==> config.mk <==
export PLATFORM = sky130hd
export DESIGN_NAME = rowbuf_classifier
export DESIGN_NICKNAME = d
export VERILOG_FILES = /design/src/rtl/rbc_pkg.sv /design/src/rtl/rbc_bank_table.sv /design/src/rtl/rbc_latency.sv /design/src/rtl/rbc_counters.sv /design/src/rtl/rowbuf_classifier.sv
export SDC_FILE = /design/constraint.sdc
export NUM_CORES = 1
export LEC_CHECK = 0
export BUFFER_PORTS_ARGS = -buffer_cell sky130_fd_sc_hd__buf_4
export CORE_MARGIN = 2
export CORE_UTILIZATION = 58
export CTS_CLUSTER_DIAMETER = 80
export DETAILED_ROUTE_END_ITERATION = 12
export HOLD_SLACK_MARGIN = 0.15
export PLACE_DENSITY = 0.81
export SLEW_MARGIN = 20
export SYNTH_ARGS = -nofsm -noshare
export SYNTH_HDL_FRONTEND = slang
export SYNTH_SLANG_ARGS = --single-unit
export TNS_END_PERCENT = 5
==> constraint.sdc <==
create_clock -name clk -period 3.9 [get_ports clk]
set_input_delay 0.39 -clock clk [delete_from_list [all_inputs] [get_ports clk]]
set_output_delay 0.39 -clock clk [all_outputs]
set_load 0.005 [all_outputs]
==> src/rtl/rbc_pkg.sv <==
package rbc_pkg;

    typedef enum logic [1:0] {
        CLS_HIT  = 2'd0,
        CLS_MISS = 2'd1,
        CLS_CONF = 2'd2
    } rbc_class_e;

    // Defaults at an 800 MHz DRAM clock: 13.5 ns -> 11 cycles, 6 ns -> 5 cycles
    localparam int DEF_T_RCD   = 11;
    localparam int DEF_T_CAS   = 11;
    localparam int DEF_T_RP    = 11;
    localparam int DEF_T_BURST = 5;
    localparam int DEF_CLOSE   = 4;

    function automatic int field_w(input int n);
        return (n > 1) ? $clog2(n) : 1;
    endfunction

endpackage

==> src/rtl/rbc_bank_table.sv <==
module rbc_bank_table
    import rbc_pkg::*;
#(
    parameter int IDX_W   = 5,
    parameter int ROW_W   = 14,
    parameter int CLOSE_W = 4
) (
    input  logic               clk,
    input  logic               rst,
    input  logic [IDX_W-1:0]   lk_idx,
    input  logic [ROW_W-1:0]   lk_row,
    input  logic               upd_en,
    input  logic [CLOSE_W-1:0] close_after,
    output rbc_class_e         lk_class
);
    localparam int ENTRIES = 1 << IDX_W;

    logic [ENTRIES-1:0] open_q;
    logic [ROW_W-1:0]   row_q  [ENTRIES];
    logic [CLOSE_W-1:0] idle_q [ENTRIES];

    always_comb begin
        if (!open_q[lk_idx])
            lk_class = CLS_MISS;
        else if (row_q[lk_idx] == lk_row)
            lk_class = CLS_HIT;
        else
            lk_class = CLS_CONF;
    end

    for (genvar e = 0; e < ENTRIES; e++) begin : g_bank
        logic [CLOSE_W:0] idle_next;
        assign idle_next = {1'b0, idle_q[e]} + 1'b1;

        always_ff @(posedge clk) begin
            if (rst) begin
                open_q[e] <= 1'b0;
                row_q[e]  <= '0;
                idle_q[e] <= '0;
            end else if (upd_en) begin
                if (lk_idx == IDX_W'(e)) begin
                    open_q[e] <= 1'b1;
                    row_q[e]  <= lk_row;
                    idle_q[e] <= '0;
                end else if (open_q[e]) begin
                    if (idle_next >= {1'b0, close_after}) begin
                        open_q[e] <= 1'b0;
                        idle_q[e] <= '0;
                    end else begin
                        idle_q[e] <= idle_next[CLOSE_W-1:0];
                    end
                end
            end
        end
    end
endmodule

==> src/rtl/rbc_latency.sv <==
module rbc_latency
    import rbc_pkg::*;
#(
    parameter int TIME_W = 6
) (
    input  rbc_class_e          cls,
    input  logic [TIME_W-1:0]   t_rcd,
    input  logic [TIME_W-1:0]   t_cas,
    input  logic [TIME_W-1:0]   t_rp,
    input  logic [TIME_W-1:0]   t_burst,
    output logic [TIME_W+1:0]   latency
);
    localparam int LAT_W = TIME_W + 2;

    logic [LAT_W-1:0] base;
    assign base = LAT_W'(t_cas) + LAT_W'(t_burst);

    always_comb begin
        unique case (cls)
            CLS_HIT:  latency = base;
            CLS_MISS: latency = base + LAT_W'(t_rcd);
            default:  latency = base + LAT_W'(t_rcd) + LAT_W'(t_rp);
        endcase
    end
endmodule

==> src/rtl/rbc_counters.sv <==
module rbc_counters
    import rbc_pkg::*;
#(
    parameter int CNT_W = 32
) (
    input  logic             clk,
    input  logic             rst,
    input  logic             ev,
    input  rbc_class_e       cls,
    output logic [CNT_W-1:0] totals [3]
);
    for (genvar c = 0; c < 3; c++) begin : g_cnt
        always_ff @(posedge clk) begin
            if (rst)
                totals[c] <= '0;
            else if (ev && (cls == rbc_class_e'(c)))
                totals[c] <= totals[c] + 1'b1;
        end
    end
endmodule

==> src/rtl/rowbuf_classifier.sv <==
module rowbuf_classifier
    import rbc_pkg::*;
#(
    parameter int NCHAN          = 2,
    parameter int NRANK          = 2,
    parameter int BANKS_PER_RANK = 8,
    parameter int ROW_W          = 14,
    parameter int TIME_W         = 6,
    parameter int CLOSE_W        = 4,
    parameter int CNT_W          = 32,
    localparam int CHAN_W = field_w(NCHAN),
    localparam int RANK_W = field_w(NRANK),
    localparam int BANK_W = field_w(BANKS_PER_RANK)
) (
    input  logic                clk,
    input  logic                rst,
    input  logic                req_valid,
    output logic                req_ready,
    input  logic [CHAN_W-1:0]   req_chan,
    input  logic [RANK_W-1:0]   req_rank,
    input  logic [BANK_W-1:0]   req_bank,
    input  logic [ROW_W-1:0]    req_row,
    input  logic                req_write,
    input  logic [TIME_W-1:0]   cfg_t_rcd,
    input  logic [TIME_W-1:0]   cfg_t_cas,
    input  logic [TIME_W-1:0]   cfg_t_rp,
    input  logic [TIME_W-1:0]   cfg_t_burst,
    input  logic [CLOSE_W-1:0]  cfg_close_after,
    output logic                res_valid,
    output logic [1:0]          res_class,
    output logic [TIME_W+1:0]   res_latency,
    output logic [CNT_W-1:0]    cnt_hit,
    output logic [CNT_W-1:0]    cnt_miss,
    output logic [CNT_W-1:0]    cnt_conf
);
    localparam int IDX_W = CHAN_W + RANK_W + BANK_W;

    logic               accept;
    logic [IDX_W-1:0]   idx;
    rbc_class_e         cls_now;
    logic [TIME_W+1:0]  lat_now;
    logic [CNT_W-1:0]   totals [3];
    logic               write_unused;

    assign req_ready    = !rst;
    assign accept       = req_valid && req_ready;
    assign idx          = {req_chan, req_rank, req_bank};
    assign write_unused = req_write;

    rbc_bank_table #(.IDX_W(IDX_W), .ROW_W(ROW_W), .CLOSE_W(CLOSE_W)) u_table (
        .clk(clk), .rst(rst), .lk_idx(idx), .lk_row(req_row),
        .upd_en(accept), .close_after(cfg_close_after), .lk_class(cls_now)
    );

    rbc_latency #(.TIME_W(TIME_W)) u_lat (
        .cls(cls_now), .t_rcd(cfg_t_rcd), .t_cas(cfg_t_cas),
        .t_rp(cfg_t_rp), .t_burst(cfg_t_burst), .latency(lat_now)
    );

    rbc_counters #(.CNT_W(CNT_W)) u_cnt (
        .clk(clk), .rst(rst), .ev(accept), .cls(cls_now), .totals(totals)
    );

    always_ff @(posedge clk) begin
        if (rst) begin
            res_valid   <= 1'b0;
            res_class   <= CLS_MISS;
            res_latency <= '0;
        end else begin
            res_valid <= accept;
            if (accept) begin
                res_class   <= cls_now;
                res_latency <= lat_now;
            end
        end
    end

    assign cnt_hit  = totals[0];
    assign cnt_miss = totals[1];
    assign cnt_conf = totals[2];
endmodule

==> impl_metrics.toml <==
[critical_path]
worst-r2r-setup-slack_ns = 0.37
crit_chain = "and4_1, nand4_1, nor4_1, nand4_1, nor2_1, and4_1, nand4_1, or4_1, a21oi_1"
r2r-start = "u_cnt.totals[5]"
required_ns = 4.45
critical_path_buf_inv_count = 0
crit_top_cell = "nand4_1"
cp-startpoint = "u_cnt.totals[5]"
worst_path_max_delay_cell = "nor4_1"
ff2ff_path_depth = 9
path_class = "flip-flop to flip-flop"
cp_num_cells = 9
cp_max_fo = 6
arrival_ns = 4.08
start_kind = "flip-flop"
cp_top_family = "simple AND/OR/NAND/NOR gates"
max_stage_delay_ns = 0.63
worstSetupEndpointType = "flip-flop"

[floorplanning]
die_w_um = 258.5
core_sq_um = 64230
initial_core_util_pct = 58.49
die_area_sq_um = 66830
num_io_pins = 159
die_h_um = 258.5
num_rows = 93

[global_route]
antenna_found_initial = 4
grt-ovfl-total = 0
grt_pass1_wl_um = 155400
grt_max_degree = 68
gr-usage-all-layers_pct = 30.07
grt_pass1_vias = 27410

[synth]
synth.avg_cell_area_sq_um = 11.81
ys_seq_area_share_pct = 53.44
synth_edf_count = 576
synth_fp_nets = 3418
synth_cell_types = 78
ys_ff_latch = 715
async_flop_share_pct = 0
synth_area_sq_um = 37570
syn_inst = 3181
yosys_warnings = 0
synth_ff_type = "edfxtp_1"

[clock_tree]
cts_tree = "done"
clkTransAtPathRegs_ns = 0.06
h-tree-depth = 3
cts_buffers = 77
clk_latency_ns = 0.63
cts_root_buf = "clkbuf_16"
cts.path.max_buffers = 3
clkSinkCount = 715

[drt]
drt-initial-drc-count = 3340
first_pass_iters = 5
wl_um = 101800
vias_per_cell = 6.393
routedWlPerCell_um = 23.82
ant_nets = 0
vias = 27330
drcViolationCount = 0

[placement]
dpl.hpwl_um = 68050
pre_cts_slack_ns = 0.03078
gp_congestion = 0.9006
portBuffers = 157

[sta]
rsz0062_at_grt = "no"
finalSetupTns_ns = 0
fin_skew_ns = 0.02461
worst_pin_slew_ns = 0.9613
finalHoldViolCount = 0
worst_slack_ns = 0.3738
drv_slew = 0
relSlewSlack_pct = 35.68
min_period_ns = 3.526
finalSetupViolCount = 0
fmax_mhz = 283.6
min_period_over_period_pct = 90.42

[min_path]
min_from = "cfg_t_rp[0]"
min_path_cells = 4
hp-class = "primary input to flip-flop"

[pwr]
leakage_nw = 16.59
worst_ir_drop_vdd_v = 0.0002942
p_per_area_nw_per_um2 = 427.0

[layout]
syn_to_final_growth_pct = 13.65
filler_cell_count = 4559
nets = 3597
drive_gt1_share_pct = 16.70

[status]
status = "complete, no violations"

[run]
maxCapViolations = 0
## metrics by stage
stage | hold slack (ns) | instances | cell area [sq um] | util (%) | power, W
6_report | 0.2184 | 4275 | 42700 | 66.48 | 0.01823
3_3_place_gp | 0.4545 | 4133 | 40120 | 62.46 | 0.01075
2_1_floorplan | 0.4388 | 3181 | 37570 | - | 0.01015
3_5_place_dp | 0.4602 | 4133 | 40120 | 62.46 | 0.01087
5_1_grt | 0.2361 | 4274 | 42700 | 66.48 | 0.01873
4_1_cts | 0.2062 | 4274 | 42700 | 66.48 | 0.01824
## logic make-up after synthesis
logic type	Yosys count	synth area share [%]
flops	715	53.44
mux	218	7.680
fa+ha+maj	186	6.254
xor+xnor	118	2.751
buf+inv	265	3.347
compound gates	407	7.133
simple gates	1272	19.39
## metal layers
layer / vias to the layer above / track usage [%] / part of all wire [%]
met5: - / 0 / 0.037
met4: 6 / 13.05 / 4.3
met3: 288 / 5.428 / 9.0
met2: 1416 / 49.20 / 48
met1: 13560 / 39.52 / 39
li1: 12060 / - / -
## timing repair
action,4_1_cts,5_1_grt
hold buffers,3,0
setup buffers,0,0
hold endpoints to repair,9,0
endpoints found under the setup margin,0,0
gates resized for setup,0,0
## cell usage in the layout (no fill, tap or decap), drive strengths merged, types with 50 or more instances in the layout
master  instances
mux2i         145
o21ai          88
xnor2          52
xor2           66
mux4           54
clkbuf        100
nand3         129
edfxtp        576
and2          407
a22oi          59
nor3           50
nand2         113
nor2          189
dfxtp         139
a21oi          90
buf           303
inv            64
ha            183
nor2b         115
## area by class of cell
cell class	instances	area [sq um]	area share, %
Inverter	58	217.7	0.5098
Timing Repair Buffer	307	2519	5.898
Sequential cell	715	20080	47.02
Antenna cell	1	2.502	0.005860
Multi-Input combinational cell	2201	16260	38.08
Clock inverter	39	451.7	1.058
Clock buffer	99	2101	4.920
Tap cell	855	1070	2.505
## cell usage after synthesis (all sizes together), types with 13 or more instances
cell type | count | share of area [%]
a21o | 21 | 0.42
a21oi | 90 | 1.2
a22o | 13 | 0.30
a22oi | 59 | 1.2
a31o | 29 | 0.68
a31oi | 21 | 0.35
and2 | 407 | 6.8
and3 | 28 | 0.47
and4 | 23 | 0.54
and4b | 24 | 0.64
buf | 64 | 1.3
clkbuf | 143 | 1.4
dfxtp | 139 | 7.4
edfxtp | 576 | 46
ha | 183 | 6.1
inv | 57 | 0.57
mux2 | 19 | 0.58
mux2i | 145 | 3.9
mux4 | 54 | 3.2
nand2 | 113 | 1.1
nand2b | 45 | 0.75
nand3 | 129 | 1.7
nand4 | 36 | 0.67
nor2 | 189 | 1.9
nor2b | 115 | 1.9
nor3 | 50 | 0.71
nor4 | 45 | 0.88
o21ai | 88 | 1.2
o22ai | 22 | 0.37
or2 | 27 | 0.45
or3 | 19 | 0.32
xnor2 | 52 | 1.2
xor2 | 66 | 1.5
## tightest hold or removal path, delay by kind of cell
family / cells / cell delay, ns
AOI/OAI and AO/OA: 1 / 0.14
adders and majority gates: 1 / 0.12
buffers and inverters: 1 / 0.09
muxes: 1 / 0.06
## sequential cells by signal, indices dropped and copies added, names as in the netlist
name,cells
res_class,2
u_table.row_q,448
res_latency,8
u_table.open_q,32
u_table.idle_q,128
u_cnt.totals,96
res_valid,1
## where the power goes
| part | switching [W] | internal (W) |
|---|---|---|
| sequential | 0.000171 | 0.00859 |
| combinational | 0.00120 | 0.000803 |
| clock | 0.00310 | 0.00436 |
| total | 0.00448 | 0.0138 |
## path summary, 6_finish.rpt
check                                        end
worst max register to register  u_cnt.totals[30]
worst min-delay path              res_latency[0]
worst max-delay path            u_cnt.totals[30]
worst min register to register      res_class[1]
No activity file was read; power rests on OpenSTA's default activity.
